<file path="src/rtl/mcp_pkg.sv">
package mcp_pkg;
    localparam int CMD_W   = 8;
    localparam int ATT_W   = CMD_W - 1;
    localparam int RATE_W  = 2;

    typedef enum logic [1:0] {
        CMD_NONE  = 2'd0,
        CMD_ATT   = 2'd1,
        CMD_MODE1 = 2'd2,
        CMD_MODE2 = 2'd3
    } cmd_kind_t;

    typedef enum logic [1:0] {
        DS_WAIT_POR = 2'd0,
        DS_COLLECT  = 2'd1,
        DS_APPLY    = 2'd2
    } ds_state_t;

    localparam logic [RATE_W-1:0] RATE_DEFAULT = 2'b11;
endpackage

</file>
<file path="src/rtl/mcp_sync.sv">
module mcp_sync #(
    parameter int          N       = 1,
    parameter logic [N-1:0] RST_VAL = '0
) (
    input  logic         clk,
    input  logic         rst_n,
    input  logic [N-1:0] d_async,
    output logic [N-1:0] d_sync
);
    logic [N-1:0] stage1;
    logic [N-1:0] stage2;

    for (genvar g = 0; g < N; g++) begin : g_bit
        always_ff @(posedge clk or negedge rst_n) begin
            if (!rst_n) begin
                stage1[g] <= RST_VAL[g];
                stage2[g] <= RST_VAL[g];
            end else begin
                stage1[g] <= d_async[g];
                stage2[g] <= stage1[g];
            end
        end
    end

    assign d_sync = stage2;
endmodule

</file>
<file path="src/rtl/mcp_por.sv">
module mcp_por #(
    parameter int WS_CYCLES = 64
) (
    input  logic clk,
    input  logic rst_n,
    input  logic ws_s,
    output logic done
);
    localparam int CNT_W = $clog2(WS_CYCLES + 1);

    logic [CNT_W-1:0] cnt_q;
    logic             ws_prev;
    logic             ws_rise;

    assign ws_rise = ws_s && !ws_prev;

    always_ff @(posedge clk or negedge rst_n) begin
        if (!rst_n) begin
            cnt_q   <= '0;
            ws_prev <= 1'b0;
            done    <= 1'b0;
        end else begin
            ws_prev <= ws_s;
            if (ws_rise && !done) begin
                cnt_q <= cnt_q + 1'b1;
                if (cnt_q == CNT_W'(WS_CYCLES - 1)) begin
                    done <= 1'b1;
                end
            end
        end
    end

    AST_POR_STICKY: assert property (@(posedge clk) disable iff (!rst_n)
        done |=> done);
endmodule

</file>
<file path="src/rtl/mcp_deser.sv">
module mcp_deser
    import mcp_pkg::*;
(
    input  logic             clk,
    input  logic             rst_n,
    input  logic             dat_s,
    input  logic             sck_s,
    input  logic             ltch_s,
    input  logic             accept_en,
    input  logic             por_done,
    output logic             cmd_valid,
    output cmd_kind_t        cmd_kind,
    output logic [CMD_W-1:0] cmd_word
);
    localparam int CNT_W = $clog2(CMD_W + 1);

    ds_state_t        state_q, state_d;
    logic [CMD_W-1:0] shreg_q;
    logic [CMD_W-1:0] word_q;
    logic [CNT_W-1:0] cnt_q;
    logic             sck_prev, ltch_prev;
    logic             sck_rise, ltch_rise;
    logic             word_full;

    assign sck_rise  = sck_s && !sck_prev;
    assign ltch_rise = ltch_s && !ltch_prev;
    assign word_full = (cnt_q == CNT_W'(CMD_W));

    always_ff @(posedge clk or negedge rst_n) begin
        if (!rst_n) state_q <= DS_WAIT_POR;
        else        state_q <= state_d;
    end

    always_comb begin
        state_d = state_q;
        unique case (state_q)
            DS_WAIT_POR: if (por_done) state_d = DS_COLLECT;
            DS_COLLECT:  if (ltch_rise && accept_en && word_full) state_d = DS_APPLY;
            DS_APPLY:    state_d = DS_COLLECT;
            default:     state_d = DS_WAIT_POR;
        endcase
    end

    always_ff @(posedge clk or negedge rst_n) begin
        if (!rst_n) begin
            shreg_q   <= '0;
            word_q    <= '0;
            cnt_q     <= '0;
            sck_prev  <= 1'b0;
            ltch_prev <= 1'b0;
        end else begin
            sck_prev  <= sck_s;
            ltch_prev <= ltch_s;
            if (state_q == DS_WAIT_POR) begin
                cnt_q <= '0;
            end else if (ltch_rise) begin
                cnt_q <= '0;
                if (accept_en && word_full) word_q <= shreg_q;
            end else if (sck_rise) begin
                shreg_q <= {shreg_q[CMD_W-2:0], dat_s};
                if (!word_full) cnt_q <= cnt_q + 1'b1;
            end
        end
    end

    always_comb begin
        cmd_valid = (state_q == DS_APPLY);
        cmd_word  = word_q;
        if (!word_q[CMD_W-1])                     cmd_kind = CMD_ATT;
        else if (word_q[CMD_W-1 -: 3] == 3'b100)  cmd_kind = CMD_MODE1;
        else if (word_q[CMD_W-1 -: 3] == 3'b101)  cmd_kind = CMD_MODE2;
        else                                      cmd_kind = CMD_NONE;
    end

    AST_NO_CMD_BEFORE_POR: assert property (@(posedge clk) disable iff (!rst_n)
        !por_done |-> !cmd_valid);
    AST_CMD_ONE_CYCLE: assert property (@(posedge clk) disable iff (!rst_n)
        cmd_valid |=> !cmd_valid);
    AST_CMD_NEEDS_LATCH: assert property (@(posedge clk) disable iff (!rst_n)
        $rose(cmd_valid) |-> $past(ltch_rise));
endmodule

</file>
<file path="src/rtl/mode_ctl_port.sv">
module mode_ctl_port
    import mcp_pkg::*;
#(
    parameter int POR_WS_CYCLES = 64
) (
    input  logic              clk,
    input  logic              rst_n,
    input  logic              sel_serial,
    input  logic              cfg_dat,
    input  logic              cfg_sck,
    input  logic              cfg_ltch,
    input  logic              ws,
    input  logic              par_rate_a,
    input  logic              par_rate_b,
    input  logic              par_dbl_n,
    output logic              por_done,
    output logic [ATT_W-1:0]  att_code,
    output logic [RATE_W-1:0] deem_rate,
    output logic              deem_en,
    output logic              mute_en,
    output logic              dbl_en,
    output logic              ws_pol,
    output logic              fmt_i2s
);
    localparam int NSYNC = 8;
    localparam logic [NSYNC-1:0] SYNC_RST = 8'b0001_0001;

    logic [NSYNC-1:0] raw, syn;
    logic serial_s, dat_s, sck_s, ltch_s, ws_s, ra_s, rb_s, dbln_s;

    assign raw = {ws, cfg_dat, cfg_sck, cfg_ltch, sel_serial, par_rate_a, par_rate_b, par_dbl_n};
    assign {ws_s, dat_s, sck_s, ltch_s, serial_s, ra_s, rb_s, dbln_s} = syn;

    mcp_sync #(.N(NSYNC), .RST_VAL(SYNC_RST)) u_sync (
        .clk(clk), .rst_n(rst_n), .d_async(raw), .d_sync(syn)
    );

    mcp_por #(.WS_CYCLES(POR_WS_CYCLES)) u_por (
        .clk(clk), .rst_n(rst_n), .ws_s(ws_s), .done(por_done)
    );

    logic             cmd_valid;
    cmd_kind_t        cmd_kind;
    logic [CMD_W-1:0] cmd_word;

    mcp_deser u_deser (
        .clk(clk), .rst_n(rst_n), .dat_s(dat_s), .sck_s(sck_s), .ltch_s(ltch_s),
        .accept_en(serial_s), .por_done(por_done),
        .cmd_valid(cmd_valid), .cmd_kind(cmd_kind), .cmd_word(cmd_word)
    );

    logic [ATT_W-1:0]  att_q;
    logic [RATE_W-1:0] rate_q;
    logic              den_q, mute_q, dbl_q, pol_q, fmt_q;

    always_ff @(posedge clk or negedge rst_n) begin
        if (!rst_n) begin
            att_q  <= '0;
            rate_q <= RATE_DEFAULT;
            den_q  <= 1'b0;
            mute_q <= 1'b0;
            dbl_q  <= 1'b0;
            pol_q  <= 1'b0;
            fmt_q  <= 1'b0;
        end else if (cmd_valid) begin
            unique case (cmd_kind)
                CMD_ATT:   att_q <= cmd_word[ATT_W-1:0];
                CMD_MODE1: begin
                    rate_q <= cmd_word[4:3];
                    den_q  <= cmd_word[2];
                    mute_q <= cmd_word[1];
                    dbl_q  <= cmd_word[0];
                end
                CMD_MODE2: begin
                    pol_q <= cmd_word[1];
                    fmt_q <= cmd_word[0];
                end
                CMD_NONE:  ;
                default:   ;
            endcase
        end
    end

    always_comb begin
        if (serial_s) begin
            att_code  = att_q;
            deem_rate = rate_q;
            deem_en   = den_q;
            mute_en   = mute_q;
            dbl_en    = dbl_q;
            ws_pol    = pol_q;
            fmt_i2s   = fmt_q;
        end else begin
            att_code  = '0;
            deem_rate = {ra_s, rb_s};
            deem_en   = ra_s | rb_s;
            mute_en   = 1'b0;
            dbl_en    = !dbln_s;
            ws_pol    = 1'b0;
            fmt_i2s   = 1'b0;
        end
    end

    AST_UNDEF_HOLD: assert property (@(posedge clk) disable iff (!rst_n)
        (cmd_valid && cmd_kind == CMD_NONE) |=>
        ($stable(att_q) && $stable(rate_q) && $stable(den_q) && $stable(mute_q)
         && $stable(dbl_q) && $stable(pol_q) && $stable(fmt_q)));
    AST_ATT_ONLY_BY_ATT: assert property (@(posedge clk) disable iff (!rst_n)
        (cmd_valid && cmd_kind != CMD_ATT) |=> $stable(att_q));
    AST_FMT_ONLY_BY_MODE2: assert property (@(posedge clk) disable iff (!rst_n)
        (cmd_valid && cmd_kind != CMD_MODE2) |=> ($stable(fmt_q) && $stable(pol_q)));
    AST_PAR_NO_WRITE: assert property (@(posedge clk) disable iff (!rst_n)
        (!serial_s && $past(!serial_s)) |-> !cmd_valid);
endmodule

</file>
<file path="config.mk">
export PLATFORM = sky130hd
export DESIGN_NAME = mode_ctl_port
export DESIGN_NICKNAME = d
export VERILOG_FILES = /design/src/rtl/mcp_pkg.sv /design/src/rtl/mcp_sync.sv /design/src/rtl/mcp_por.sv /design/src/rtl/mcp_deser.sv /design/src/rtl/mode_ctl_port.sv
export SDC_FILE = /design/constraint.sdc
export NUM_CORES = 1
export LEC_CHECK = 0
export BUFFER_PORTS_ARGS = -buffer_cell sky130_fd_sc_hd__buf_2
export CELL_PAD_IN_SITES_DETAIL_PLACEMENT = 1
export CELL_PAD_IN_SITES_GLOBAL_PLACEMENT = 1
export CORE_ASPECT_RATIO = 0.5
export CORE_MARGIN = 5
export CORE_UTILIZATION = 27
export CTS_BUF_LIST = sky130_fd_sc_hd__clkbuf_4 sky130_fd_sc_hd__clkbuf_8 sky130_fd_sc_hd__clkbuf_16
export DETAILED_ROUTE_END_ITERATION = 10
export GPL_TIMING_DRIVEN = 1
export PLACE_DENSITY = 0.47
export SLEW_MARGIN = 20
export SYNTH_ARGS = -nofsm -noshare
export SYNTH_HDL_FRONTEND = slang
export SYNTH_SLANG_ARGS = --single-unit
</file>
<file path="constraint.sdc">
create_clock -name clk -period 3.42 [get_ports clk]
set_clock_uncertainty 0.1 [all_clocks]
set_input_delay 0.342 -clock clk [delete_from_list [all_inputs] [get_ports clk]]
set_output_delay 0.342 -clock clk [all_outputs]
set_load 0.05 [all_outputs]
</file>
==> flow_metrics.tcl, run 1 <==
set metrics [dict create \
    drv_cap 0 \
    final_cells 326 \
    crit_fanout 18 \
    yosysWarnings 0 \
    power.share.switching_pct 22.8 \
    irDropWorstVdd_v 0.000195 \
    clk_pin_slew_ns 0.05 \
    startpoint "u_sync.d_sync[3]$_DFF_PN0_" \
    fin_nets 217 \
    use_met2_pct 13.7 \
    fin_setup_tns_ns 0 \
    portBuffers 24 \
    finalHoldViolCount 0 \
    first_global_vias 1519 \
    synth_enable_flop_cells 0 \
    rsz0062_at_grt "false" \
    fillers 927 \
    clkSinkCount 63 \
    grt-busiest-layer "met2" \
    syn_nets 182 \
    comb_power_share_pct 5.6 \
    timing.final.crit_share_pct 59.3 \
    start_util_pct 28.0 \
    synth_cells 169 \
    startpoint_type "flop" \
    hold_slack_ns 0.0162 \
    antenna_found_initial 0 \
    clkPwrFrac_pct 47.3 \
    path_cells "mux2_2, buf_2" \
    final_max_slew_viol_count 0 \
    dp_cells 309 \
    r2r_start "u_deser.cnt_q[0]$_DFFE_PN0P_" \
    seqPwrFrac_pct 47.1 \
    worstSetupPathType "reg2out" \
    hold_class "in2reg" \
    status "complete, no violations" \
    fin_total_pwr_mw 1.78 \
    power_density_nw_per_um2 586 \
    seq_area_frac_synth_pct 64.3 \
    place_ws_ns 1.43 \
    clock_latency_ns 0.32 \
    postLayoutCoreUtil_pct 34.5 \
    max_freq_ghz 0.493 \
    dp_hpwl_microns 3120 \
    root_buffer "clkbuf_16" \
    io_pins 25 \
    register_area_sq_um 1580 \
    power.leakage_nw 1.43 \
    fp.dieW_microns 145 \
    worst_pin_slew_ns 0.666 \
    r2r-end "u_deser.cmd_word[1]$_DFFE_PN0P_" \
    place.gp.congestion 0.654 \
    yosys.cell_types.count 36 \
    gr-usage-met3_pct 4.54 \
    ant_nets 0 \
    period_needed_ns 2.03 \
    via_per_inst 4.30 \
    r2r_cells 5 \
    final_area_sq_um 3030 \
    cts-htree-levels 3 \
    power.internal_mw 1.37 \
    multi_input_area_sq_um 856 \
    required_ns 2.98 \
    synth_async_sr_flop_share_pct 100 \
    die_h_microns 77.5 \
    cts_buffers 9 \
    gr-total-overflow 0 \
    min_to "u_sync.stage1[0]$_DFF_PN1_" \
    grtUsageTotal_pct 9.06 \
    area_growth_pct 23.2 \
    setup_viol 0 \
    drc 0 \
    crit_path_top_delay_cell "dfrtp_1" \
    syn_avg_cell_area_sq_um 14.6 \
    min_from "par_dbl_n" \
    synth.ff_latch_count 63 \
    antennaDiodeCount 0 \
    grt_pass1_wl_microns 8040 \
    p_sw_uw 404 \
    critical_path.endpoint_type "output port" \
    cpPeakStageDelay_ns 0.65 \
    min_path_cells 1 \
    arrival_ns 1.59 \
    dpl-instance-area_sq_um 2740 \
    drive_gt1_share_pct 42.1 \
    dieArea_sq_um 11200 \
    core-area_sq_um 8800 \
    cts_tree "yes" \
    drt_pass1_iterations 4 \
    ys.flop_type "dfrtp_1" \
    drt_iter0_drc 45 \
    grt_max_degree 64 \
    use_met1_pct 11.3 \
    wl_microns 4510 \
    post_drt_wl_per_cell_microns 13.8 \
    clockBufferDepth 2 \
    rows 24 \
    r2r_slack_ns 1.45 \
    maxSlewHeadroom_pct 55.4 \
    synth_area_sq_um 2460 \
    setup_slack_ns 1.39 \
    vias 1403 \
]
per-layer routing:
metal  part of all wire [%]  vias to the layer above
li1                       -                      662
met3                    4.6                        8
met1                     46                      715
met2                     47                       18
met4                    1.6                        0
met5                      0                        -
worst max path at each step:
| stage | endpoint | cells after the start |
|---|---|---|
| final | deem_rate[1] | 2 |
| after global routing | deem_rate[1] | 2 |
| after CTS | deem_rate[1] | 2 |
| after detailed placement | u_deser.cmd_word[5]$_DFFE_PN0P_ | 5 |
| after global placement | u_deser.cmd_word[2]$_DFFE_PN0P_ | 5 |
| after floorplan | dbl_en | 2 |
kinds of logic after synthesis:
kind of cell / share of synthesized area [%]
mux: 16.3
simple gates: 12.7
fa+ha+maj: 1.52
compound gates: 2.08
flops: 64.3
xor+xnor: 2.13
buf+inv: 0.915
cell usage in the layout, fill, tap and decap left out, types with 3 or more instances in the layout:
master	count
and2_1	10
buf_2	24
clkbuf_16	9
clkbuf_4	3
dfrtp_1	57
dfstp_2	6
ha_1	3
inv_1	4
mux2_2	33
mux2i_1	3
nand2_1	4
nand3_1	5
nand4_1	4
nor2_1	5
o21ai_0	3
xnor2_1	3
xor2_1	3
flip-flops by register name, summed over array words and instances (netlist names), 4 cells and up:
register          count
u_deser.cmd_word      8
u_sync.d_sync         8
u_por.cnt_q           7
u_deser.cnt_q         4
u_deser.shreg_q       8
att_q                 7
u_sync.stage1         8
synth_stat cells, types with 3 or more instances:
cell type,instances,area [sq um]
and2_1,10,62.6
dfrtp_1,57,1430
dfstp_2,6,158
ha_1,3,37.5
inv_1,4,15.0
mux2_2,33,372
mux2i_1,3,30.0
nand2_1,4,15.0
nand3_1,5,25.0
nand4_1,4,25.0
nor2_1,5,18.8
o21ai_0,3,15.0
xnor2_1,3,26.3
xor2_1,3,26.3
power by group through the flow:
stage / clock (mW) / sequential [mW] / combinational [mW]
CTS: 0.871 / 0.838 / 0.103
floorplan: 0 / 0.837 / 0.0685
finish: 0.840 / 0.837 / 0.0989
detailed placement: 0 / 0.850 / 0.102
global route: 0.899 / 0.846 / 0.116
global placement: 0 / 0.849 / 0.0999
repair_timing:
action                    CTS  global route
hold endpoints to repair   57             0
gates resized for setup     0             0
buffers inserted            0             0
hold buffers                1             0
layout make-up:
type,count,area share (%)
clock buffers,13,8.62
inverters,4,0.495
well taps,117,4.83
clock inverters,3,0.660
repair buffers,26,4.95
flip-flops and latches,63,52.2
multi-input cells,100,28.2
worst max-delay path, delay by kind of cell (launching register included):
kind / cells / cell delay, ns
DFF: 1 / 0.65
muxes: 1 / 0.40
buffers and inverters: 1 / 0.21
Power figures use the tool's default switching activity.
==> run 2, diff against run 1 <==
==> constraint.sdc (replaced) <==
create_clock -name clk -period 2 [get_ports clk]
set_clock_uncertainty 0.1 [all_clocks]
set_input_delay 0.2 -clock clk [delete_from_list [all_inputs] [get_ports clk]]
set_output_delay 0.2 -clock clk [all_outputs]
set_load 0.05 [all_outputs]
==> flow_metrics.tcl, run 2 (synthesis results as in run 1) <==
set metrics [dict create \
    status "complete, no violations" \
    r2r_slack_ns 0.20 \
    cp_num_buf_inv 2 \
    irDropWorstVdd_v 0.000654 \
    portBuffers 24 \
    power_density_nw_per_um2 1040 \
    p_sw_uw 697 \
    fillers 928 \
    power.share.switching_pct 20.9 \
    power.internal_mw 2.63 \
    crit_fanout 8 \
    place_ws_ns 0.187 \
    cts-htree-levels 3 \
    final_area_sq_um 3210 \
    comb_power_share_pct 5.7 \
    first_global_vias 1673 \
    hold_slack_ns 0.248 \
    crit_path_top_delay_cell "dfrtp_1" \
    antenna_found_initial 0 \
    worst_pin_slew_ns 0.399 \
    die_h_microns 77.5 \
    fin_setup_tns_ns 0 \
    ant_nets 0 \
    io_pins 25 \
    postLayoutCoreUtil_pct 36.5 \
    grtUsageTotal_pct 9.72 \
    cpPeakStageDelay_ns 0.40 \
    cp_top_family "flip-flops" \
    period_needed_ns 1.80 \
    cts_buffers 9 \
    timing.final.crit_share_pct 90.0 \
    final_cells 340 \
    gr-total-overflow 0 \
    dp_cells 315 \
    layout_commonest_cell "dfrtp_1" \
    fin_nets 231 \
    via_per_inst 4.26 \
    setup_viol 0 \
    dpl-instance-area_sq_um 2790 \
    final_cell_mix "57 x dfrtp_1, 33 x mux2_2, 24 x buf_2" \
    power.leakage_nw 1.53 \
    clk_pin_slew_ns 0.05 \
    max_freq_ghz 0.556 \
    worstSetupPathType "reg2reg" \
    hold_class "reg2reg" \
    rsz0062_at_grt "false" \
    place.gp.congestion 0.641 \
    post_drt_wl_per_cell_microns 14.0 \
    antennaDiodeCount 0 \
    drt_iter0_drc 63 \
    maxSlewHeadroom_pct 73.0 \
    finalHoldViolCount 0 \
    start_util_pct 28.0 \
    cts_tree "yes" \
    dp_hpwl_microns 3260 \
    grt_pass1_wl_microns 8530 \
    wl_microns 4770 \
    root_buffer "clkbuf_16" \
    path_cells "inv_1, ha_1, nand2_1, nor4_4, buf_4, mux2_2" \
    area_growth_pct 30.3 \
    clockBufferDepth 2 \
    critical_path.endpoint_type "flop" \
    register_area_sq_um 1580 \
    required_ns 2.11 \
    clkSinkCount 63 \
    drc 0 \
    fp.dieW_microns 145 \
    fin_total_pwr_mw 3.33 \
    dieArea_sq_um 11200 \
    setup_slack_ns 0.200 \
    drive_gt1_share_pct 42.2 \
    seqPwrFrac_pct 43.0 \
    final_max_slew_viol_count 0 \
    arrival_ns 1.91 \
    multi_input_area_sq_um 856 \
    vias 1448 \
    grt_max_degree 64 \
    drv_cap 0 \
    drt_pass1_iterations 3 \
    clock_latency_ns 0.32 \
    rows 24 \
    clkPwrFrac_pct 51.3 \
    startpoint_type "flop" \
    core-area_sq_um 8800 \
]
run 2: changes by cell type in the layout (fill, tap and decap cells not counted):
cell           change
dlygate4sd3_1      +8
buf_4              +6
bufinv_16          +2
clkinvlp_4         -2
clkbuf_4           -1
clkbuf_8           +1
run 2: path summary, 6_finish.rpt:
| path | startpoint | endpoint | cells after the start |
|---|---|---|---|
| worst max-delay path | u_deser.cnt_q[0]$_DFFE_PN0P_ | u_deser.cmd_word[6]$_DFFE_PN0P_ | 6 |
| worst min-delay path | u_sync.stage1[6]$_DFF_PN0_ | u_sync.d_sync[6]$_DFF_PN0_ | 0 |
| worst max register to register | u_deser.cnt_q[0]$_DFFE_PN0P_ | u_deser.cmd_word[6]$_DFFE_PN0P_ | 6 |
| worst min register to register | u_sync.stage1[6]$_DFF_PN0_ | u_sync.d_sync[6]$_DFF_PN0_ | 0 |
| max in group asynchronous | rst_n | u_sync.stage1[4]$_DFF_PN1_ | 3 |
| min in group asynchronous | rst_n | u_por.cnt_q[2]$_DFFE_PN0P_ | 3 |
run 2: final cells by class:
cell class | instances | share of cell area, %
Clock inverter | 3 | 2.03
Sequential cell | 63 | 49.4
Tap cell | 117 | 4.56
Inverter | 4 | 0.468
Clock buffer | 13 | 8.34
Multi-Input combinational cell | 100 | 26.7
Timing Repair Buffer | 40 | 8.58
run 2: power groups by stage:
| stage | Combinational [mW] | Clock, mW | Sequential [mW] |
|---|---|---|---|
| global route | 0.219 | 1.83 | 1.45 |
| detailed placement | 0.182 | 0 | 1.45 |
| finish | 0.189 | 1.71 | 1.43 |
| floorplan | 0.117 | 0 | 1.43 |
| CTS | 0.197 | 1.77 | 1.43 |
| global placement | 0.177 | 0 | 1.45 |
run 2: metal layers:
| metal | vias up | share of wire (%) | GRT usage, % |
|---|---|---|---|
| li1 | 691 | - | - |
| met1 | 728 | 45 | 11.7 |
| met2 | 20 | 50 | 15.3 |
| met3 | 9 | 3.9 | 4.37 |
| met4 | 0 | 1.4 | 4.19 |
| met5 | - | 0 | 0 |
run 2: timing repair:
action	CTS	global route
hold endpoints to repair	65	0
resized for setup	0	0
hold buffers	9	0
setup buffers	0	0
==> run 3, diff against run 2 <==
==> constraint.sdc (replaced) <==
create_clock -name clk -period 1.7 [get_ports clk]
set_clock_uncertainty 0.1 [all_clocks]
set_input_delay 0.17 -clock clk [delete_from_list [all_inputs] [get_ports clk]]
set_output_delay 0.17 -clock clk [all_outputs]
set_load 0.05 [all_outputs]
==> flow_metrics.tcl, run 3 (synthesis results as in run 1) <==
set metrics [dict create \
    status "complete, no violations" \
    place.gp.congestion 0.712 \
    arrival_ns 1.80 \
    gr-usage-met3_pct 4.13 \
    required_ns 1.80 \
    dieArea_sq_um 11200 \
    antennaDiodeCount 0 \
    timing.final.crit_share_pct 99.8 \
    use_met2_pct 14.8 \
    io_pins 25 \
    rsz0062_at_grt "true" \
    drt_iter0_drc 28 \
    fin_setup_tns_ns 0 \
    period_needed_ns 1.70 \
    cts_tree "yes" \
    maxSlewHeadroom_pct 76.6 \
    final_max_slew_viol_count 0 \
    startpoint_type "flop" \
    max_freq_ghz 0.589 \
    grt_pass1_wl_microns 8390 \
    clockBufferDepth 2 \
    antenna_found_initial 0 \
    drc 0 \
    gr-total-overflow 0 \
    first_global_vias 1680 \
    critical_path.endpoint_type "flop" \
    irDropWorstVdd_v 0.000614 \
    fp.dieW_microns 145 \
    die_h_microns 77.5 \
    cts_buffers 9 \
    final_cell_mix "57 x dfrtp_1, 25 x mux2_2, 22 x buf_2" \
    power.leakage_nw 1.58 \
    setup_slack_ns 0.00359 \
    vias 1460 \
    clock_latency_ns 0.32 \
    portBuffers 24 \
    place_ws_ns -0.0191 \
    dpl-instance-area_sq_um 2890 \
    final_area_sq_um 3350 \
    core-area_sq_um 8800 \
    clkSinkCount 63 \
    via_per_inst 4.21 \
    worstSetupPathType "reg2reg" \
    ant_nets 0 \
    finalHoldViolCount 0 \
    grt_max_degree 64 \
    fin_nets 238 \
    setup_viol 0 \
    drt_pass1_iterations 3 \
    crit_fanout 8 \
    hold_class "reg2reg" \
    layout_commonest_cell "dfrtp_1" \
    rows 24 \
    area_growth_pct 36.1 \
    drive_gt1_share_pct 45.2 \
    worst_pin_slew_ns 0.346 \
    grt-busiest-layer "met2" \
    drv_cap 0 \
    grtUsageTotal_pct 9.48 \
    post_drt_wl_per_cell_microns 13.6 \
    start_util_pct 28.0 \
    dp_hpwl_microns 3270 \
    power_density_nw_per_um2 1190 \
    wl_microns 4710 \
    clk_pin_slew_ns 0.05 \
    root_buffer "clkbuf_16" \
    use_met1_pct 11.3 \
    cts-htree-levels 3 \
]
[run 3: changes by cell type in the layout (fill, tap and decap cells not counted), sizes merged]
cell	before	now
buf	31	38
bufinv	2	3
clkbuf	13	12
[run 3: area by class of cell]
| type | count | area (sq um) |
|---|---|---|
| multi-input cells | 100 | 906 |
| clock buffers | 12 | 248 |
| clock inverters | 4 | 95.1 |
| repair buffers | 47 | 358 |
| flip-flops and latches | 63 | 1580 |
| well taps | 117 | 146 |
| fillers | 914 | 5450 |
| inverters | 4 | 15.0 |
[run 3: routing by layer]
metal  up-vias  share of wire, %
met1       731                46
met3         6               4.4
met4         0               1.8
met5         -                 0
li1        705                 -
met2        18                47
[run 3: critical path, cell delays in order, from the launching register on]
cell and delay [ns]:
dfstp_2 0.53, or2b_4 0.28, nor4_4 0.19, buf_12 0.18
mux2_4 0.30
[run 3: worst paths after layout]
| kind | slack [ns] | cells after the start | from | endpoint |
|---|---|---|---|---|
| max | 0.004 | 4 | u_sync.d_sync[4]$_DFF_PN1_ | u_deser.cmd_word[4]$_DFFE_PN0P_ |
| min | 0.24 | 0 | u_sync.stage1[2]$_DFF_PN0_ | u_sync.d_sync[2]$_DFF_PN0_ |
| max reg2reg | 0.004 | 4 | u_sync.d_sync[4]$_DFF_PN1_ | u_deser.cmd_word[4]$_DFFE_PN0P_ |
| min reg2reg | 0.24 | 0 | u_sync.stage1[2]$_DFF_PN0_ | u_sync.d_sync[2]$_DFF_PN0_ |
| max in group asynchronous | 0.88 | 3 | rst_n | u_sync.d_sync[4]$_DFF_PN1_ |
| min in group asynchronous | 0.29 | 3 | rst_n | u_por.cnt_q[2]$_DFFE_PN0P_ |
[run 3: where the power goes]
part / leakage (nW) / internal (mW) / total (mW) / switching [mW]
combinational: 0.598 / 0.117 / 0.233 / 0.116
sequential: 0.815 / 1.60 / 1.68 / 0.0813
clock: 0.171 / 1.48 / 2.08 / 0.602
total: 1.58 / 3.19 / 3.99 / 0.800
[run 3: stage by stage]
| stage | std cells | utilization [%] | power [mW] | hold WS (ns) |
|---|---|---|---|---|
| floorplan | 169 | - | 1.82 | -0.226 |
| finish | 347 | 38.1 | 3.99 | 0.244 |
| CTS | 346 | 37.9 | 4.07 | 0.248 |
| global route | 347 | 38.1 | 4.19 | 0.255 |
| detailed placement | 321 | 32.9 | 1.93 | 0.113 |
| global placement | 321 | 32.9 | 1.91 | 0.107 |
[run 3: repair_timing]
action	4_1_cts	5_1_grt
endpoints found under the setup margin	8	10
pin swaps	1	1
endpoints found under the hold margin	65	0
gates resized for setup	2	5
setup buffers	0	1
hold buffers	9	0
